===== config.mk =====
export PLATFORM = sky130hd
export DESIGN_NAME = opdec_unit
export DESIGN_NICKNAME = d
export VERILOG_FILES = /design/src/rtl/opdec_pkg.sv /design/src/rtl/imm_extender.sv /design/src/rtl/validity_check.sv /design/src/rtl/src_select.sv /design/src/rtl/opdec_unit.sv
export SDC_FILE = /design/constraint.sdc
export NUM_CORES = 1
export LEC_CHECK = 0
export BUFFER_PORTS_ARGS = -buffer_cell sky130_fd_sc_hd__buf_2
export CAP_MARGIN = 40
export CELL_PAD_IN_SITES_DETAIL_PLACEMENT = 1
export CELL_PAD_IN_SITES_GLOBAL_PLACEMENT = 1
export CORE_MARGIN = 1.5
export CORE_UTILIZATION = 35
export DETAILED_ROUTE_END_ITERATION = 16
export PLACE_DENSITY = 0.77
export SLEW_MARGIN = 40
export SYNTH_ARGS = -nofsm -noshare
export SYNTH_HDL_FRONTEND = slang
export SYNTH_HIERARCHICAL = 1
export SYNTH_SLANG_ARGS = --single-unit

===== constraint.sdc =====
create_clock -name clk -period 4.9 [get_ports clk]
set_clock_uncertainty 0.15 [all_clocks]
set_input_delay 0.98 -clock clk [delete_from_list [all_inputs] [get_ports clk]]
set_output_delay 0.98 -clock clk [all_outputs]
set_load 0.03 [all_outputs]

===== src/rtl/opdec_pkg.sv =====
package opdec_pkg;
  typedef struct packed {
    logic snd_en;
    logic dst_en;
  } rd_req_t;

  localparam int WIDE_IMM_W = 20;
endpackage


===== src/rtl/imm_extender.sv =====
module imm_extender #(
  parameter int DATA_W = 32,
  parameter int FLD_W  = 4,
  parameter int IMM_W  = 16
) (
  input  logic              is_long,
  input  logic [FLD_W-1:0]  fld_a,
  input  logic [IMM_W-1:0]  fld_imm,
  input  logic              attr_unsigned,
  input  logic              attr_no_snd,
  input  logic              attr_no_imm16,
  output logic [DATA_W-1:0] imm
);
  localparam int  JOIN_W = FLD_W + IMM_W;
  localparam bit  WIDE   = DATA_W >= JOIN_W;

  logic              sx;
  logic [DATA_W-1:0] short_v, long16_v, join_v;
  logic              use_join;

  assign sx = ~attr_unsigned;
  assign short_v  = {{(DATA_W-FLD_W){sx & fld_a[FLD_W-1]}}, fld_a};
  assign long16_v = {{(DATA_W-IMM_W){sx & fld_imm[IMM_W-1]}}, fld_imm};
  assign use_join = WIDE && attr_no_snd;

  generate
    if (WIDE) begin : g_wide
      if (DATA_W > JOIN_W) begin : g_pad
        assign join_v = {{(DATA_W-JOIN_W){sx & fld_a[FLD_W-1]}}, fld_a, fld_imm};
      end else begin : g_exact
        assign join_v = {fld_a, fld_imm};
      end
    end else begin : g_narrow
      assign join_v = long16_v;
    end
  endgenerate

  always_comb begin
    if (!is_long)           imm = short_v;
    else if (attr_no_imm16) imm = '0;
    else if (use_join)      imm = join_v;
    else                    imm = long16_v;
  end
endmodule


===== src/rtl/validity_check.sv =====
module validity_check #(
  parameter int DATA_W = 32
) (
  input  logic is_long,
  input  logic attr_dst_src,
  input  logic attr_no_long,
  input  logic attr_only16,
  input  logic attr_only32,
  output logic bad
);
  logic wrong_width;

  generate
    if (DATA_W == 16) begin : g_w16
      assign wrong_width = attr_only32;
    end else begin : g_w32
      assign wrong_width = attr_only16;
    end
  endgenerate

  assign bad = wrong_width
             | (is_long & attr_no_long)
             | (~is_long & attr_dst_src);
endmodule


===== src/rtl/src_select.sv =====
module src_select (
  input  logic                 bad,
  input  logic                 is_long,
  input  logic                 attr_no_snd,
  input  logic                 attr_dst_src,
  output opdec_pkg::rd_req_t   req
);
  always_comb begin
    req.snd_en = ~bad & ~attr_no_snd;
    req.dst_en = ~bad & is_long & attr_dst_src;
  end
endmodule


===== src/rtl/opdec_unit.sv =====
module opdec_unit #(
  parameter int DATA_W = 32,
  parameter int FLD_W  = 4,
  parameter int IMM_W  = 16
) (
  input  logic              clk,
  input  logic              rst,
  input  logic              in_valid,
  input  logic              is_long,
  input  logic [FLD_W-1:0]  fld_a,
  input  logic [IMM_W-1:0]  fld_imm,
  input  logic [FLD_W-1:0]  fld_dst,
  input  logic              attr_unsigned,
  input  logic              attr_no_snd,
  input  logic              attr_no_imm16,
  input  logic              attr_dst_src,
  input  logic              attr_no_long,
  input  logic              attr_only16,
  input  logic              attr_only32,
  output logic              out_valid,
  output logic [DATA_W-1:0] imm_out,
  output logic              rd_snd_en,
  output logic [FLD_W-1:0]  rd_snd_idx,
  output logic              rd_dst_en,
  output logic [FLD_W-1:0]  rd_dst_idx,
  output logic              invalid
);
  logic [DATA_W-1:0]  imm_c;
  logic               bad_c;
  opdec_pkg::rd_req_t req_c;

  imm_extender #(.DATA_W(DATA_W), .FLD_W(FLD_W), .IMM_W(IMM_W)) u_imm (
    .is_long(is_long), .fld_a(fld_a), .fld_imm(fld_imm),
    .attr_unsigned(attr_unsigned), .attr_no_snd(attr_no_snd),
    .attr_no_imm16(attr_no_imm16), .imm(imm_c)
  );

  validity_check #(.DATA_W(DATA_W)) u_chk (
    .is_long(is_long), .attr_dst_src(attr_dst_src), .attr_no_long(attr_no_long),
    .attr_only16(attr_only16), .attr_only32(attr_only32), .bad(bad_c)
  );

  src_select u_src (
    .bad(bad_c), .is_long(is_long), .attr_no_snd(attr_no_snd),
    .attr_dst_src(attr_dst_src), .req(req_c)
  );

  always_ff @(posedge clk) begin
    if (rst) begin
      out_valid  <= 1'b0;
      imm_out    <= '0;
      rd_snd_en  <= 1'b0;
      rd_snd_idx <= '0;
      rd_dst_en  <= 1'b0;
      rd_dst_idx <= '0;
      invalid    <= 1'b0;
    end else begin
      out_valid <= in_valid;
      if (in_valid) begin
        imm_out    <= imm_c;
        rd_snd_en  <= req_c.snd_en;
        rd_snd_idx <= fld_a;
        rd_dst_en  <= req_c.dst_en;
        rd_dst_idx <= fld_dst;
        invalid    <= bad_c;
      end
    end
  end

  // an invalid instruction issues no register read
  p_inv_noread_r9: assert property (@(posedge clk) disable iff (rst)
    invalid |-> (!rd_snd_en && !rd_dst_en));

  // result strobe follows the input strobe by one cycle
  p_latency_r10: assert property (@(posedge clk) disable iff (rst)
    in_valid |=> out_valid);
  p_idle_r10: assert property (@(posedge clk) disable iff (rst)
    !in_valid |=> (!out_valid && $stable(imm_out) && $stable(invalid)));

  // an unread field never raises a read request
  p_nosnd_r5: assert property (@(posedge clk) disable iff (rst)
    (in_valid && attr_no_snd) |=> !rd_snd_en);

  // short forms never read through the destination field
  p_dst_short_r6: assert property (@(posedge clk) disable iff (rst)
    (in_valid && !is_long) |=> !rd_dst_en);

  // signed short constant carries the field sign into the top bit
  p_short_sign_r1: assert property (@(posedge clk) disable iff (rst)
    (in_valid && !is_long && !attr_unsigned) |=> (imm_out[DATA_W-1] == $past(fld_a[FLD_W-1])));

  // unsigned short constant has no bits above the field
  p_short_zero_r3: assert property (@(posedge clk) disable iff (rst)
    (in_valid && !is_long && attr_unsigned) |=> (imm_out[DATA_W-1:FLD_W] == '0));

  // dropped long constant reads as zero
  p_noimm_r8: assert property (@(posedge clk) disable iff (rst)
    (in_valid && is_long && attr_no_imm16) |=> (imm_out == '0));
endmodule


==> impl_metrics.ini, run 1 <==
[finish]
drive_gt1_frac = 0.3333
fillers = 663
num-nets-final = 295
multi_input_area_um2 = 845.8
area.growth.synth_to_final_pct = 18.38
n_antenna_cell = 0
final_core_util = 0.4255
seqCellArea_um2 = 880.8
final_area_um2 = 2328

[worst_setup_path]
cp.required_ns = 4.98
critical_path.startpoint_type = primary input
cp-end-kind = flip-flop
cp_max_fo = 21
path_class = primary input to flip-flop
cp.arrival_ns = 2.57

[sta]
max_freq_mhz = 400.9
setup_viol = 0
min_period_over_period = 0.5091
relSlewSlack = 0.5034
max_slew.worst_pin.slew_ns = 0.7449
rsz0062_at_grt = no
slew_viol_final = 0
hold_viol = 0
setup_tns_ns = 0
finalCriticalPeriod_ns = 2.494

[placed_design]
io_buffers = 77
dp_hpwl_um = 3196
dpl_cell_area_um2 = 2236
finalWeightedCongestion = 0.6873

[clock_network]
clkLatencyLatePin_ns = 0.28
cts_max_path_buffers = 2
cts_setup_buffers = 0
cts_root_buf = clkbuf_8
cts_max_level = 2
clock-sinks = 44
cts.reportedPaths.clkPinSlew_ns = 0.08
cts-resized-gates = 0
cts_hold_buf = 0
cts_tree = built
cts_buffers = 5

[die]
start_util = 0.3594
row_count = 27
die_area_um2 = 6079
core_um2 = 5473
fp.dieW_um = 77.97
io_pins = 79
die_h_um = 77.97

[pwr]
power.density_nw_per_um2 = 320.5
p_leak_nw = 1.315
p_clk_frac = 0.312
combPwrFrac = 0.177
seqPwrFrac = 0.511
p_total_mw = 0.7463
vdd_drop_max_mv = 0.1242
internal-power_mw = 0.5380
swShare = 0.2791
p_sw_mw = 0.2083

[logic_synthesis]
yosysSeqAreaShare = 0.4478
synth_area_leader_cell = dfxtp_1
yosysUniqueCellTypes = 22
ys_top_cells_by_count = 44 x dfxtp_1, 44 x nor2_1, 43 x mux2i_1, 13 x buf_4, 12 x a21o_1
avgSynthCellArea_um2 = 9.934
synth_edf_count = 0
async_flop_share = 0
synth.top_cell.area_share = 0.4478
synth-seq-cells = 44
syn-num-nets = 233
ys.flop_type = dfxtp_1
synthesis.area_um2 = 1967
synth_cells = 198
ys_warn_count = 6
synth_area_leaders = dfxtp_1 45%, mux2i_1 22%, nor2_1 8.4%, buf_4 5.0%, a21o_1 4.6%

[routing]
drt_iter0_drc = 72
vias = 1567
viasPerCell = 4.706
firstDrtPassIters = 4
routed_wl_um = 4587
wire_per_inst_um = 13.77
drc = 0
drtAntennaViolNets = 0

[global_routing]
antenna_found_initial = 0
grt_util_met2 = 0.2687
grt_overflow = 0
grt_pass1_wl_um = 7645
grt_busiest_layer = met2
grt_pass1_vias = 1606
met3_usage = 0.04588
gr-usage-all-layers = 0.1613
gr-usage-met1 = 0.1970
grt_max_degree = 45

[job]
maxCapViolCount = 0

[worst_hold_path]
hold_class = flip-flop to flip-flop

[run_status]
outcome = finished clean
## critical path, cell delays in order
cell     delay (ns)
buf_2          0.21
and2b_1        0.65
nand2_2        0.18
o31ai_1        0.12
buf_4          0.23
mux2i_1        0.09
nor2_1         0.10
## through the flow
step | hold slack, ns | std cells | setup WS (ns)
after global routing | 0.3800 | 333 | 2.200
final | 0.3402 | 333 | 2.406
after detailed placement | 0.3299 | 325 | 2.113
after floorplan | 0.4844 | 198 | 2.468
after CTS | 0.3488 | 333 | 2.409
after global placement | 0.3185 | 325 | 2.097
## state kept, by name (all words and copies together) (netlist names)
signal and cells:
rd_snd_en 1, out_valid 1, imm_out 32, rd_dst_idx 4, rd_dst_en 1, invalid 1, rd_snd_idx 4
## power groups by stage
stage	registers [mW]	logic [mW]	clock network (mW)
after floorplan	0.423	0.0716	0
after global placement	0.389	0.131	0
after detailed placement	0.390	0.134	0
after CTS	0.382	0.134	0.245
after global routing	0.384	0.145	0.258
final	0.382	0.132	0.233
## cells in the final DEF (no fill, tap or decap)
cell	netlist	final
nor3b_1	1	1
nand2_1	8	8
a21boi_0	1	1
a31oi_1	4	4
and3b_1	1	1
nor3b_4	1	1
clkbuf_8	0	6
nand2_2	1	1
and2b_1	1	1
clkbuf_1	3	2
o21ai_0	4	4
nor2_1	44	44
a211o_1	1	1
nor2b_1	2	2
inv_1	5	5
a21o_1	12	12
mux2i_1	43	43
buf_2	2	76
buf_4	13	3
o31ai_1	1	1
dfxtp_1	44	44
## final cells by class
class,count,share of cell area
clock buffer,8,0.03869
sequential,44,0.3783
inverter,5,0.008060
tap,72,0.03869
timing repair buffer,79,0.1730
multi-input combinational,125,0.3632
## final timing paths
path | from | to | slack [ns] | cells past startpoint
worst min-delay path | imm_out[15]$_SDFFE_PP0P_ | imm_out[15]$_SDFFE_PP0P_ | 0.34 | 2
worst max register to register | imm_out[6]$_SDFFE_PP0P_ | imm_out[6]$_SDFFE_PP0P_ | 4.10 | 2
worst min register to register | imm_out[15]$_SDFFE_PP0P_ | imm_out[15]$_SDFFE_PP0P_ | 0.34 | 2
worst max-delay path | is_long | imm_out[28]$_SDFFE_PP0P_ | 2.41 | 7
## metal layers
metal | routed length [um] | up-vias
met5 | 0 | -
met4 | 57 | 0
met3 | 244 | 5
met2 | 2203 | 43
met1 | 2082 | 751
li1 | - | 768
## cells by family after synthesis
logic type      count (synthesis)  share of synthesized area
compound gates                 23                    0.08079
buf+inv                        29                     0.1221
flops                          44                     0.4478
mux                            43                     0.2188
simple gates                   59                     0.1304
Power figures use the tool's default switching activity.
==> run 2: changes to the inputs <==
- CORE_UTILIZATION: 35 -> 32
- PLACE_DENSITY: 0.77 -> 0.75
- clock period: 4.9 -> 2.1 ns (I/O delays scaled with it)
==> run 2 against run 1 <==
Count of clock-buffer cells in the layout fell by 1. Clock power rose by 140%. Sequential share of layout area fell by 0.80 points. Die area rose by 9.0%. Worst setup slack got worse by 1.9 ns. Critical path type unchanged. Critical endpoint is now imm_out[27]$_SDFFE_PP0P_. Highest routed layer unchanged.
==> impl_metrics.ini, run 2 (synthesized netlist as in run 1, its figures left out) <==
[worst_setup_path]
reg2regPathDepth = 2
cp-end-kind = flip-flop
max_stage_delay_ns = 0.36
cp.required_ns = 2.17
path_buf_inv = 2
critical_path.startpoint_type = primary input
cp.arrival_ns = 1.64
regToRegSetupSlack_ns = 1.32
cp_cell_sequence = buf_2 > and2b_1 > nand2_2 > o31ai_1 > buf_4 > mux2i_1 > nor2_1
path_class = primary input to flip-flop
cp_max_fo = 12
r2r-start = rd_dst_idx[0]$_SDFFE_PP0P_
cp_top_family = simple AND/OR/NAND/NOR gates
crit_slowest_cell = and2b_1
reg2reg_to = rd_dst_idx[0]$_SDFFE_PP0P_

[sta]
finalCriticalPeriod_ns = 1.569
hold_viol = 0
relSlewSlack = 0.6899
max_freq_mhz = 637.4
finalWorstSetupSlack_ns = 0.5311
rsz0062_at_grt = no
slew_viol_final = 0
setup_tns_ns = 0
setup_viol = 0
min_period_over_period = 0.7471
max_slew.worst_pin.slew_ns = 0.4652
holdWs_ns = 0.2247

[finish]
reg_top3 = imm_out: 32 flops, rd_dst_idx: 4 flops, rd_snd_idx: 4 flops
n_antenna_cell = 0
largest_reg_flops = 32
regMostFlops = imm_out
drive_gt1_frac = 0.3485
num-nets-final = 299
final_core_util = 0.4017
area.growth.synth_to_final_pct = 20.93
final_cell_mix = 77 x buf_2, 44 x nor2_1, 44 x dfxtp_1
layout_commonest_cell = buf_2

[pwr]
p_leak_nw = 1.344
power.density_nw_per_um2 = 744.5
vdd_drop_max_mv = 0.2791
p_total_mw = 1.771

[worst_hold_path]
holdPathEnd = rd_dst_idx[1]$_SDFFE_PP0P_
hold_class = primary input to flip-flop
worstHoldStart = fld_dst[1]
min_path_cells = 3

[routing]
drtAntennaViolNets = 0
wire_per_inst_um = 13.61
viasPerCell = 4.531
drc = 0
routed_wl_um = 4614
firstDrtPassIters = 2
drt_iter0_drc = 59
vias = 1536

[placed_design]
dp_hpwl_um = 3274
dp_slack_ns = 0.2032
io_buffers = 77
finalWeightedCongestion = 0.6559

[clock_network]
cts_buffers = 5
cts-resized-gates = 0
cts_max_path_buffers = 2
cts_setup_buffers = 0
clock-sinks = 44
cts_hold_buf = 0
cts_tree = built
cts_root_buf = clkbuf_8
cts.reportedPaths.clkPinSlew_ns = 0.08
cts_max_level = 2
clkLatencyLatePin_ns = 0.28

[die]
core_um2 = 5921
die_h_um = 81.40
fp.dieW_um = 81.40
die_area_um2 = 6626
io_pins = 79
start_util = 0.3322
row_count = 28

[run_status]
outcome = finished clean

[global_routing]
grt_pass1_vias = 1578
grt_util_met2 = 0.2570
grt_overflow = 0
grt_max_degree = 45
antenna_found_initial = 0
met3_usage = 0.04270
grt_busiest_layer = met2
gr-usage-all-layers = 0.1461
gr-usage-met1 = 0.1666
grt_pass1_wl_um = 7265

[job]
maxCapViolCount = 0
run 2: cell types whose count changed in the layout (fill, tap and decap cells not counted):
cell	change
buf_12	+1
buf_4	+2
clkbuf_8	+1
clkbuf_1	-2
buf_2	+1
run 2: worst min-delay path: stages:
cell     delay [ns]
buf_2          0.08
mux2i_1        0.06
nor2_1         0.07
run 2: power breakdown:
part           leakage, nW  switching (mW)  total (mW)  internal, mW
combinational        0.934           0.195       0.315         0.120
sequential           0.360          0.0179       0.890         0.872
clock               0.0503           0.272       0.566         0.293
total                 1.34           0.485        1.77          1.29
run 2: how the worst max path moves through the flow:
stage / from / to / cells past startpoint
finish: is_long / imm_out[27]$_SDFFE_PP0P_ / 7
global route: is_long / imm_out[27]$_SDFFE_PP0P_ / 7
CTS: is_long / imm_out[27]$_SDFFE_PP0P_ / 7
detailed placement: is_long / imm_out[27]$_SDFFE_PP0P_ / 7
global placement: is_long / imm_out[27]$_SDFFE_PP0P_ / 7
floorplan: is_long / imm_out[21]$_SDFFE_PP0P_ / 5
run 2: routing by layer:
layer	vias to the layer above	wire, um	part of all wire
met4	0	48	0.010
met1	718	1963	0.43
met2	39	2302	0.50
li1	774	-	-
met3	5	300	0.065
met5	-	0	0
run 2: metrics by stage:
stage	area (um2)	std cells
5_1_grt	2379	339
3_3_place_gp	2282	332
3_5_place_dp	2282	332
6_report	2379	339
4_1_cts	2379	339
2_1_floorplan	1967	198
run 2: area by class of cell:
type                            instances  area (um2)
Multi-Input combinational cell        125       845.8
Inverter                                5       18.77
Clock buffer                            7       96.34
Timing Repair Buffer                   83       442.9
Fill cell                             718        3542
Sequential cell                        44       880.8
Tap cell                               75       93.84
